File: config.mk
export PLATFORM = sky130hd
export DESIGN_NAME = dds_phase_core
export DESIGN_NICKNAME = d
export VERILOG_FILES = /design/src/rtl/dds_pkg.sv /design/src/rtl/dds_sync.sv /design/src/rtl/dds_inc_bank.sv /design/src/rtl/dds_sel_fsm.sv /design/src/rtl/dds_phase_acc.sv /design/src/rtl/dds_phase_core.sv
export SDC_FILE = /design/constraint.sdc
export NUM_CORES = 1
export LEC_CHECK = 0
export ABC_CLOCK_PERIOD_IN_PS = 4200
export BUFFER_PORTS_ARGS = -buffer_cell sky130_fd_sc_hd__buf_2
export CORE_MARGIN = 2
export CORE_UTILIZATION = 25
export DETAILED_ROUTE_END_ITERATION = 12
export SYNTH_ARGS = -nofsm -noshare
export SYNTH_HDL_FRONTEND = slang
export SYNTH_SLANG_ARGS = --single-unit
File: constraint.sdc
create_clock -name clk -period 4.2 [get_ports clk]
set_clock_uncertainty 0.15 [all_clocks]
set_input_delay 0.84 -clock clk [delete_from_list [all_inputs] [get_ports clk]]
set_output_delay 0.84 -clock clk [all_outputs]
set_load 0.02 [all_outputs]
File: src/rtl/dds_pkg.sv
package dds_pkg;

    // Which increment register feeds the adder
    typedef enum logic {
        SEL_A = 1'b0,
        SEL_B = 1'b1
    } sel_state_t;

endpackage

File: src/rtl/dds_sync.sv
// Multi-flop level synchronizer with synchronous clear
module dds_sync #(
    parameter int STAGES = 2
) (
    input  logic clk,
    input  logic rst,
    input  logic d_async,
    output logic q_sync
);

    logic [STAGES-1:0] chain_q;

    generate
        if (STAGES == 1) begin : g_one
            always_ff @(posedge clk) begin
                if (rst) chain_q <= '0;
                else     chain_q <= d_async;
            end
        end else begin : g_many
            always_ff @(posedge clk) begin
                if (rst) chain_q <= '0;
                else     chain_q <= {chain_q[STAGES-2:0], d_async};
            end
        end
    endgenerate

    assign q_sync = chain_q[STAGES-1];

endmodule

File: src/rtl/dds_inc_bank.sv
// Two byte-loaded increment registers
module dds_inc_bank #(
    parameter int ACC_W  = 48,
    parameter int BYTE_W = 8,
    localparam int NBYTES  = ACC_W / BYTE_W,
    localparam int BYTE_AW = $clog2(NBYTES)
) (
    input  logic               clk,
    input  logic               rst,
    input  logic               wr_en,
    input  logic               wr_sel_b,
    input  logic [BYTE_AW-1:0] wr_byte,
    input  logic [BYTE_W-1:0]  wr_data,
    output logic [ACC_W-1:0]   inc_a,
    output logic [ACC_W-1:0]   inc_b
);

    logic [ACC_W-1:0] bank [2];

    genvar r, b;
    generate
        for (r = 0; r < 2; r++) begin : g_reg
            for (b = 0; b < NBYTES; b++) begin : g_byte
                logic              hit;
                logic [BYTE_W-1:0] byte_q;

                assign hit = wr_en && (wr_sel_b == 1'(r)) && (wr_byte == BYTE_AW'(b));

                always_ff @(posedge clk) begin
                    if (rst)      byte_q <= '0;
                    else if (hit) byte_q <= wr_data;
                end

                assign bank[r][b*BYTE_W +: BYTE_W] = byte_q;
            end
        end
    endgenerate

    assign inc_a = bank[0];
    assign inc_b = bank[1];

endmodule

File: src/rtl/dds_sel_fsm.sv
// Register-select state machine; switches between adds
module dds_sel_fsm
    import dds_pkg::*;
#(
    parameter int ACC_W = 48
) (
    input  logic             clk,
    input  logic             rst,
    input  logic             want_b,
    input  logic [ACC_W-1:0] inc_a,
    input  logic [ACC_W-1:0] inc_b,
    output logic             active_b,
    output logic [ACC_W-1:0] inc_sel
);

    sel_state_t state_q, state_d;

    // next state: A_TO_B, B_TO_A, or hold
    always_comb begin
        state_d = state_q;
        unique case (state_q)
            SEL_A: if (want_b)  state_d = SEL_B;
            SEL_B: if (!want_b) state_d = SEL_A;
        endcase
    end

    always_ff @(posedge clk) begin
        if (rst) state_q <= SEL_A;
        else     state_q <= state_d;
    end

    always_comb begin
        unique case (state_q)
            SEL_A: begin
                active_b = 1'b0;
                inc_sel  = inc_a;
            end
            SEL_B: begin
                active_b = 1'b1;
                inc_sel  = inc_b;
            end
        endcase
    end

endmodule

File: src/rtl/dds_phase_acc.sv
// Phase accumulator and table address
module dds_phase_acc #(
    parameter int ACC_W  = 48,
    parameter int ADDR_W = 15
) (
    input  logic              clk,
    input  logic              rst,
    input  logic [ACC_W-1:0]  inc,
    output logic [ACC_W-1:0]  phase,
    output logic [ADDR_W-1:0] rom_addr
);

    logic [ACC_W-1:0] acc_q;

    always_ff @(posedge clk) begin
        if (rst) acc_q <= '0;
        else     acc_q <= acc_q + inc;
    end

    assign phase    = acc_q;
    assign rom_addr = acc_q[ACC_W-1 -: ADDR_W];

endmodule

File: src/rtl/dds_phase_core.sv
// Top: dual increment registers, selection and accumulator
module dds_phase_core #(
    parameter int ACC_W       = 48,
    parameter int ADDR_W      = 15,
    parameter int BYTE_W      = 8,
    parameter int SYNC_STAGES = 2,
    localparam int NBYTES  = ACC_W / BYTE_W,
    localparam int BYTE_AW = $clog2(NBYTES)
) (
    input  logic               clk,
    input  logic               rst,
    input  logic               wr_en,
    input  logic               wr_sel_b,
    input  logic [BYTE_AW-1:0] wr_byte,
    input  logic [BYTE_W-1:0]  wr_data,
    input  logic               sel_src_fsk,
    input  logic               sel_reg_b,
    input  logic               fsk_in,
    output logic [ACC_W-1:0]   phase,
    output logic [ADDR_W-1:0]  rom_addr,
    output logic               active_b
);

    logic [ACC_W-1:0] inc_a, inc_b, inc_sel;
    logic             fsk_s, want_b;

    dds_sync #(.STAGES(SYNC_STAGES)) u_sync (
        .clk    (clk),
        .rst    (rst),
        .d_async(fsk_in),
        .q_sync (fsk_s)
    );

    assign want_b = sel_src_fsk ? fsk_s : sel_reg_b;

    dds_inc_bank #(.ACC_W(ACC_W), .BYTE_W(BYTE_W)) u_bank (
        .clk     (clk),
        .rst     (rst),
        .wr_en   (wr_en),
        .wr_sel_b(wr_sel_b),
        .wr_byte (wr_byte),
        .wr_data (wr_data),
        .inc_a   (inc_a),
        .inc_b   (inc_b)
    );

    dds_sel_fsm #(.ACC_W(ACC_W)) u_fsm (
        .clk     (clk),
        .rst     (rst),
        .want_b  (want_b),
        .inc_a   (inc_a),
        .inc_b   (inc_b),
        .active_b(active_b),
        .inc_sel (inc_sel)
    );

    dds_phase_acc #(.ACC_W(ACC_W), .ADDR_W(ADDR_W)) u_acc (
        .clk     (clk),
        .rst     (rst),
        .inc     (inc_sel),
        .phase   (phase),
        .rom_addr(rom_addr)
    );

endmodule

==> flow_metrics.py, run 1 <==
metrics = {
    "power": {
        "finalPower_mw": 3.39,
        "power_density_mw_per_mm2": 355,
        "peakVddDrop_uv": 231,
        "leakage_nw": 4.42,
    },
    "sta": {
        "hold_violations": 0,
        "hold_ws_ps": 297,
        "fmax_ghz": 0.253,
        "slew-limit-headroom_pct": 31.3,
        "min_period_over_period_pct": 94.0,
        "setup-tns-final_ps": 0,
        "drv_slew": 0,
        "setup_viol": 0,
        "min_period_ps": 3950,
        "rsz0062_at_grt": "false",
        "tightest_slew_ps": 1030,
    },
    "setup_path": {
        "regToRegEndpoint": "u_acc.phase[47]",
        "cp-end-kind": "flop",
        "cp.arrival_ps": 4040,
        "crit_required_ps": 4290,
        "worstSetupPathType": "flop to flop",
        "path_cells": "buf_12, buf_4, mux2_2, ha_1, and4_1, nand2_1, nor3_1, nand2_1, o221ai_1, o21ai_0, o21ai_0, xnor2_1, nor2_1",
        "r2r_cells": 13,
        "rrSetupSlack_ps": 250,
        "cpMaxStageDelayCell": "nor3_1",
        "cp_max_fo": 33,
        "timing.rr.start": "u_fsm.state_q",
        "max_stage_delay_ps": 440,
        "crit_path_start_kind": "flop",
    },
    "synthesis": {
        "synth_top_family_by_area": "multiplexers",
        "synthFlopType": "dfxtp_1",
        "synthCells": 905,
        "synth_compound_area_share_pct": 12.5,
        "synth_edf_count": 0,
        "synthAdderAreaFrac_pct": 7.52,
        "synth-seq-cells": 147,
        "synthMuxAreaShare_pct": 19.1,
        "synth_area_mm2": 0.00809,
        "yosysSeqAreaShare_pct": 36.4,
        "yosys_warnings": 0,
        "synth-simple-area-share_pct": 15.4,
        "synth_cell_types": 56,
        "avgSynthCellArea_um2": 8.93,
        "async_flop_share_pct": 0,
        "synthXorXnorAreaFrac_pct": 4.44,
        "syn_nets": 971,
    },
    "drt": {
        "dr_total_vias": 6433,
        "firstDrtPassIters": 5,
        "route.detailed.drc": 0,
        "wl_um": 21600,
        "routedWlPerCell_um": 15.7,
        "drtIter0Drc": 347,
        "ant_nets": 0,
        "vias_per_cell": 4.68,
    },
    "cells_and_area": {
        "final_net_count": 1026,
        "drive_gt1_share_pct": 19.8,
        "area_delta_synth_final_pct": 18.2,
        "insertedDiodeCount": 0,
        "finalInstanceArea_mm2": 0.00955,
    },
    "floorplanning": {
        "start_util_pct": 25.5,
        "io_pins": 82,
        "fp.dieW_um": 184,
        "design.die.area_mm2": 0.0338,
        "rows": 65,
        "dieHeight_um": 184,
        "core-area_mm2": 0.0317,
    },
    "cts": {
        "cts_tree": "built",
        "cts-buffers-inserted": 17,
        "ctsHtreeMaxLevel": 4,
        "cts_setup_buffers": 0,
        "cts_root_buffer": "clkbuf_16",
        "cts_sinks": 147,
        "clk_latency_ps": 420,
        "clk_transition_reported_paths_ps": 60,
        "ctsHoldBuffers": 0,
        "clk_path_buf_depth": 2,
        "cts_resized": 0,
    },
    "worst_hold_path": {
        "hp-class": "flop to flop",
        "holdPathEnd": "u_sync.chain_q[1]",
        "holdPathStages": 1,
        "min_from": "u_sync.chain_q[0]",
    },
    "global_routing": {
        "overflow": 0,
        "grt_max_degree": 101,
        "grt_pass1_vias": 6236,
        "grt_pass1_wl_um": 34600,
        "antenna_found_initial": 0,
        "grt_usage_pct": 13.2,
    },
    "run": {
        "maxCapViolations": 0,
    },
    "placement": {
        "hpwl_um": 16100,
        "port_buffers": 81,
        "placed_area_mm2": 0.00887,
        "gp_congestion": 0.912,
    },
    "run_status": {
        "status": "finished, final reports clean",
    },
}
final cells by class:
type                    count  area (um^2)
fillers                  3313        22200
multi-input cells         673         4770
flip-flops and latches    147         2940
repair buffers            104          593
well taps                 402          503
clock buffers              22          484
clock inverters             9          199
inverters                  17         63.8
placed cells by master, fill, tap and decap left out, types with 5 or more instances in the layout:
cell,instances
nor2_1,169
dfxtp_1,146
mux2i_1,99
buf_2,80
a21oi_1,57
ha_1,47
mux2_2,46
nand2_1,40
o21ai_0,27
xnor2_1,26
buf_4,23
a21o_1,20
inv_1,17
clkbuf_16,17
xor2_1,15
nand4_1,12
nor2b_1,11
nand3_1,9
nand2b_1,8
o21bai_1,8
and3_1,6
nor3_1,6
bufinv_16,6
nor3b_1,5
per-stage QoR:
| step | cells | util, % | worst slack [ps] |
|---|---|---|---|
| 6_report | 1374 | 30.1 | 251 |
| 5_1_grt | 1374 | 30.1 | 17.3 |
| 4_1_cts | 1374 | 30.1 | 273 |
| 3_5_place_dp | 1343 | 28.0 | 305 |
| 3_3_place_gp | 1343 | 28.0 | 354 |
| 2_1_floorplan | 905 | - | 80.8 |
flip-flops by register name (all words and copies together), names as in the netlist:
signal and flops:
u_fsm.state_q 1, u_bank.g.g_byte.byte_q 96, u_acc.phase 48, u_sync.chain_q 2
logic make-up (layout without fill, tap and decap cells):
logic type | count (synthesis) | in the layout
adder cells (fa/ha/maj) | 48 | 48
flip-flops | 147 | 147
AO/OA/AOI/OAI | 154 | 154
AND/OR/NAND/NOR | 282 | 282
buffers and inverters | 85 | 152
XOR/XNOR | 41 | 41
multiplexers | 148 | 148
how the worst max path moves through the flow:
stage,from,endpoint,slack (ps),cells after the start
6_report,u_fsm.state_q,u_acc.phase[47],250,13
5_1_grt,u_fsm.state_q,u_acc.phase[47],20,13
4_1_cts,u_fsm.state_q,u_acc.phase[47],270,13
3_5_place_dp,u_fsm.state_q,u_acc.phase[47],300,13
3_3_place_gp,u_fsm.state_q,u_acc.phase[47],350,13
2_1_floorplan,u_fsm.state_q,u_acc.phase[45],80,14
power breakdown:
group	total [mW]	switching, mW	internal, mW
clock	1.76	0.581	1.17
sequential	1.43	0.0133	1.42
combinational	0.207	0.133	0.0738
critical path, delay by kind of cell, from the launching register on:
kind / cells / cell delay, ps
AO/OA/AOI/OAI: 3 / 920
XOR/XNOR: 1 / 140
adder cells (fa/ha/maj): 1 / 300
buffers and inverters: 2 / 520
flip-flops: 1 / 340
multiplexers: 1 / 410
AND/OR/NAND/NOR: 5 / 970
cell usage after synthesis, drive strengths merged, types with 3 or more instances:
cell    count  area share (%)
buf        25             1.9
nand3       9            0.56
nor3b       5            0.46
nor2      169             7.8
a31oi       5            0.57
nand2b      8            0.62
xnor2      26             2.8
and3        6            0.46
mux2       49             6.8
inv        17            0.79
dfxtp     147              36
o21a        4            0.37
nand4      12            0.93
ha         47             7.3
a211oi      4            0.43
and4        4            0.43
clkbuf     43             2.0
xor2       15             1.6
nor2b      11            0.85
a21oi      59             3.7
a21o       20             1.9
nor3        6            0.37
o21bai      8            0.74
mux2i      99              12
a41o        3            0.37
o21ai      31             1.9
o211ai      4            0.37
nand2      40             1.9
layer usage:
layer  global-route usage (%)  vias up  routed length, um
met2                     20.9      135               9640
met5                        0        -                  0
met1                     18.0     3016              10700
met3                     2.83       25                874
met4                     3.90        0                319
li1                         -     3257                  -
(Power assumes the default switching activity.)
==> inputs of run 2 (changes only) <==
--- a/config.mk
+++ b/config.mk
@@ -8,7 +8,7 @@
 export ABC_CLOCK_PERIOD_IN_PS = 4200
 export BUFFER_PORTS_ARGS = -buffer_cell sky130_fd_sc_hd__buf_2
 export CORE_MARGIN = 2
-export CORE_UTILIZATION = 25
+export CORE_UTILIZATION = 35
 export DETAILED_ROUTE_END_ITERATION = 12
 export SYNTH_ARGS = -nofsm -noshare
 export SYNTH_HDL_FRONTEND = slang
==> run 2 against run 1 <==
Hold slack worse by 3.9 ps. Critical path depth shrank 1. Utilization grew 11 points. Sequential power is essentially flat. Clock power down 18%. Final cell count fell by 9.1%. Die area decreased by 28%. Sequential cell count is the same. Sequential share of layout area up 1.1 points. Critical path type unchanged. Largest power group unchanged.
==> flow_metrics.py, run 2 (same netlist as run 1, synthesis figures left out) <==
metrics = {
    "setup_path": {
        "cp-startpoint": "u_fsm.state_q",
        "critPathBufInv": 1,
        "rrSetupSlack_ps": 260,
        "cp-end-kind": "flop",
        "cpLargestDelayFamily": "compound AO/OA/AOI/OAI gates",
        "cpMaxStageDelayCell": "dfxtp_2",
        "crit_required_ps": 4330,
        "max_stage_delay_ps": 430,
        "path_cells": "buf_4, mux2_2, ha_1, and4_1, nand2_1, nor3_1, nand2_1, o221ai_1, o21ai_0, o21ai_0, xnor2_1, nor2_1",
        "cp_max_fo": 15,
        "cp.arrival_ps": 4060,
        "crit_path_start_kind": "flop",
        "worstSetupPathType": "flop to flop",
        "timing.rr.start": "u_fsm.state_q",
    },
    "global_routing": {
        "grt_max_degree": 80,
        "grt_pass1_wl_um": 32700,
        "grt_pass1_vias": 6019,
        "grt_usage_pct": 17.2,
        "overflow": 0,
        "antenna_found_initial": 0,
    },
    "cts": {
        "clk_path_buf_depth": 2,
        "cts_setup_buffers": 0,
        "cts-buffers-inserted": 17,
        "cts_root_buffer": "clkbuf_16",
        "clk_transition_reported_paths_ps": 60,
        "ctsHtreeMaxLevel": 4,
        "ctsHoldBuffers": 0,
        "cts_tree": "built",
        "cts_resized": 0,
        "cts_sinks": 147,
        "clk_latency_ps": 430,
    },
    "floorplanning": {
        "fp.dieW_um": 156,
        "design.die.area_mm2": 0.0243,
        "io_pins": 82,
        "start_util_pct": 35.7,
        "dieHeight_um": 156,
        "rows": 55,
        "core-area_mm2": 0.0226,
    },
    "drt": {
        "dr_total_vias": 6294,
        "firstDrtPassIters": 5,
        "routedWlPerCell_um": 16.3,
        "wl_um": 20400,
        "ant_nets": 0,
        "vias_per_cell": 5.04,
        "drtIter0Drc": 420,
        "route.detailed.drc": 0,
    },
    "sta": {
        "setup-tns-final_ps": 0,
        "tightest_slew_ps": 958,
        "fmax_ghz": 0.254,
        "min_period_over_period_pct": 93.7,
        "layout_setup_ws_ps": 264,
        "min_period_ps": 3940,
        "hold_violations": 0,
        "slew-limit-headroom_pct": 35.9,
        "drv_slew": 0,
        "setup_viol": 0,
        "rsz0062_at_grt": "false",
    },
    "worst_hold_path": {
        "min_from": "u_sync.chain_q[0]",
        "hp-class": "flop to flop",
    },
    "cells_and_area": {
        "finalInstanceArea_mm2": 0.00923,
        "top_register": "u_bank.g.g_byte.byte_q",
        "layout_commonest_cell": "nor2_1",
        "most-common-layout-cells": "nor2_1, dfxtp_1, mux2i_1",
        "drive_gt1_share_pct": 19.0,
        "largest_register_ffs": 96,
        "final_net_count": 1017,
        "utilization_pct": 40.8,
        "area_delta_synth_final_pct": 14.2,
        "insertedDiodeCount": 0,
    },
    "power": {
        "finalPower_mw": 3.07,
        "peakVddDrop_uv": 217,
        "leakage_nw": 4.31,
        "power_density_mw_per_mm2": 332,
    },
    "placement": {
        "placed_area_mm2": 0.00867,
        "port_buffers": 81,
        "post-place-ws_ps": 253,
        "gp_congestion": 0.908,
        "hpwl_um": 14900,
    },
    "run": {
        "maxCapViolations": 0,
    },
    "run_status": {
        "status": "finished, final reports clean",
    },
}
-- run 2: changes by cell type in the layout (fill, tap and decap cells not counted) --
cell        delta
buf_4         -10
bufinv_16      -6
clkbuf_8       +2
clkinvlp_4     +2
buf_12         +1
clkbuf_1       +1
clkinv_2       +1
clkinv_4       +1
-- run 2: cell type report --
class / count / area [um^2]
sequential: 147 / 2940
tap: 285 / 357
clock inverter: 7 / 47.5
fill: 2210 / 13400
timing repair buffer: 95 / 538
multi-input combinational: 673 / 4770
inverter: 17 / 63.8
clock buffer: 25 / 515
-- run 2: path summary, 6_finish.rpt --
kind	endpoint	depth (start not counted)
hold reg to reg	u_sync.chain_q[1]	1
setup reg to reg	u_acc.phase[47]	12
setup / recovery	u_acc.phase[47]	12
hold / removal	u_sync.chain_q[1]	1
-- run 2: stage by stage --
step | hold slack (ps) | instances
floorplan | 264 | 905
global placement | 277 | 1217
detailed placement | 287 | 1217
CTS | 301 | 1249
global route | 311 | 1249
finish | 293 | 1249
-- run 2: metal layers --
layer	routed length, um	global-route usage (%)	up-vias
li1	-	-	3241
met1	10600	25.2	2917
met2	8830	25.5	112
met3	680	3.36	24
met4	338	5.07	0
met5	0	0	-
-- run 2: power breakdown --
part           internal [mW]  total [mW]  leakage (nW)  switching, mW
registers               1.42        1.43          1.19         0.0140
clock network          0.849        1.44         0.275          0.589
logic                 0.0718       0.201          2.85          0.129
total                   2.34        3.07          4.31          0.732
==> inputs of run 3 (changes only) <==
--- a/config.mk
+++ b/config.mk
@@ -7,9 +7,12 @@
 export LEC_CHECK = 0
 export ABC_CLOCK_PERIOD_IN_PS = 4200
 export BUFFER_PORTS_ARGS = -buffer_cell sky130_fd_sc_hd__buf_2
+export CELL_PAD_IN_SITES_DETAIL_PLACEMENT = 0
+export CELL_PAD_IN_SITES_GLOBAL_PLACEMENT = 1
 export CORE_MARGIN = 2
 export CORE_UTILIZATION = 35
 export DETAILED_ROUTE_END_ITERATION = 12
+export PLACE_DENSITY_LB_ADDON = 0.1
 export SYNTH_ARGS = -nofsm -noshare
 export SYNTH_HDL_FRONTEND = slang
 export SYNTH_SLANG_ARGS = --single-unit
==> run 3 against run 2 <==
Register-to-register slack got worse by 50 ps. Sequential cell count unchanged. Utilization increased by 0.86 points. Sequential power about the same. Final area increased by 2.1%. Critical path depth increased by 2. Final cell count increased by 1.8%. Clock power increased by 5%.
==> flow_metrics.py, run 3 (same netlist as run 1, synthesis figures left out) <==
metrics = {
    "run_status": {
        "status": "finished, final reports clean",
    },
    "setup_path": {
        "cp-end-kind": "flop",
        "worstSetupPathType": "flop to flop",
        "critPathBufInv": 2,
        "crit_required_ps": 4350,
        "path_cells": "buf_12, mux2_2, ha_1, inv_1, fa_1, nor2b_1, o2111a_1, a211oi_2, o21ai_1, a41o_1, a31oi_4, o41ai_4, a221oi_2, mux2_1",
        "cpMaxStageDelayCell": "dfxtp_2",
        "max_stage_delay_ps": 470,
        "cpLargestDelayFamily": "compound AO/OA/AOI/OAI gates",
        "cp.arrival_ps": 4140,
        "crit_path_start_kind": "flop",
        "cp_max_fo": 14,
    },
    "cells_and_area": {
        "utilization_pct": 41.6,
        "area_delta_synth_final_pct": 16.6,
        "final_cells": 1272,
        "largest_register_ffs": 96,
        "fillers": 2298,
        "insertedDiodeCount": 0,
        "multiInputGateArea_mm2": 0.00478,
        "final_net_count": 1041,
        "most-common-layout-cells": "nor2_1, dfxtp_1, mux2i_1",
        "top_register": "u_bank.g.g_byte.byte_q",
        "seq_area_mm2": 0.00294,
        "layout_commonest_cell": "nor2_1",
        "drive_gt1_share_pct": 20.4,
    },
    "drt": {
        "ant_nets": 0,
        "vias_per_cell": 5.06,
        "wl_met1_um": 11700,
        "route.met3.wl_um": 811,
        "route.detailed.drc": 0,
        "routedWlPerCell_um": 17.7,
        "top_layer_used": "met4",
        "route.met2.wl_um": 9720,
        "firstDrtPassIters": 5,
        "wl_um": 22500,
        "dr_total_vias": 6434,
        "drtIter0Drc": 336,
    },
    "cts": {
        "clk_path_buf_depth": 2,
        "cts_sinks": 147,
        "cts_root_buffer": "clkbuf_16",
        "clk_transition_reported_paths_ps": 60,
        "cts-buffers-inserted": 17,
        "ctsHtreeMaxLevel": 4,
        "ctsHoldBuffers": 0,
        "cts_resized": 0,
        "cts_tree": "built",
        "cts_setup_buffers": 0,
        "clk_latency_ps": 420,
    },
    "placement": {
        "hpwl_um": 16500,
        "gp_congestion": 0.843,
        "port_buffers": 81,
        "dp.cells": 1241,
        "post-place-ws_ps": 174,
    },
    "floorplanning": {
        "start_util_pct": 35.7,
        "rows": 55,
        "io_pins": 82,
        "fp.dieW_um": 156,
        "dieHeight_um": 156,
        "design.die.area_mm2": 0.0243,
        "core-area_mm2": 0.0226,
    },
    "global_routing": {
        "grt_max_degree": 75,
        "overflow": 0,
        "grt_pass1_vias": 6332,
        "grt_pass1_wl_um": 35600,
        "antenna_found_initial": 0,
        "grt_usage_pct": 18.9,
    },
    "run": {
        "maxCapViolations": 0,
    },
    "sta": {
        "layout_setup_ws_ps": 209,
        "fmax_ghz": 0.251,
        "drv_slew": 0,
        "min_period_ps": 3990,
        "slew-limit-headroom_pct": 32.9,
        "hold_violations": 0,
        "setup_viol": 0,
        "tightest_slew_ps": 1000,
        "min_period_over_period_pct": 95.0,
    },
    "power": {
        "power_density_mw_per_mm2": 335,
        "leakage_nw": 4.46,
        "finalPower_mw": 3.15,
        "peakVddDrop_uv": 231,
    },
    "worst_hold_path": {
        "hp-class": "flop to flop",
    },
}
## run 3: changes by cell type in the layout (fill, tap and decap cells not counted)
cell,previous run,this run
clkinv_4,2,0
clkinv_2,3,1
o41ai_2,2,1
bufinv_16,0,2
buf_4,13,37
clkbuf_8,6,3
clkinvlp_4,2,1
clkbuf_1,2,7
o41ai_4,0,1
## run 3: path summary, 6_finish.rpt
kind,slack (ps),from,cells after the start,end
max,210,u_fsm.state_q,14,u_acc.phase[44]
min,300,u_sync.chain_q[0],1,u_sync.chain_q[1]
max reg2reg,210,u_fsm.state_q,14,u_acc.phase[44]
min reg2reg,300,u_sync.chain_q[0],1,u_sync.chain_q[1]
## run 3: power by group
part           switching, mW  total (mW)  internal, mW
Combinational          0.135       0.213        0.0786
Clock                  0.589        1.51         0.920
Sequential            0.0140        1.43          1.42
## run 3: area by class of cell
cell class                      count  area share (%)
Clock buffer                       27            5.23
Clock inverter                      4           0.770
Timing Repair Buffer              119            7.62
Sequential cell                   147            31.2
Inverter                           17           0.677
Multi-Input combinational cell    673            50.7
Tap cell                          285            3.78
## run 3: worst reg2reg max path, cell delays in order, from the launching register on
cell and delay, ps:
dfxtp_2 470, buf_12 200, mux2_2 350, ha_1 190, inv_1 70, fa_1 180, nor2b_1 90, o2111a_1 270
a211oi_2 350, o21ai_1 180, a41o_1 340, a31oi_4 270, o41ai_4 140, a221oi_2 280, mux2_1 340
## run 3: routing by layer
layer	vias up	global-route usage (%)
met5	-	0
met4	0	5.07
met3	16	3.03
met2	122	28.7
met1	3006	27.8
li1	3290	-
## run 3: stage by stage
step | setup TNS (ps) | hold WS (ps) | instance area [um^2]
after floorplan | 0 | 264 | 8090
after global placement | 0 | 275 | 8850
after detailed placement | 0 | 298 | 8850
after CTS | 0 | 306 | 9410
after global routing | -0.426 | 315 | 9430
final | 0 | 296 | 9430
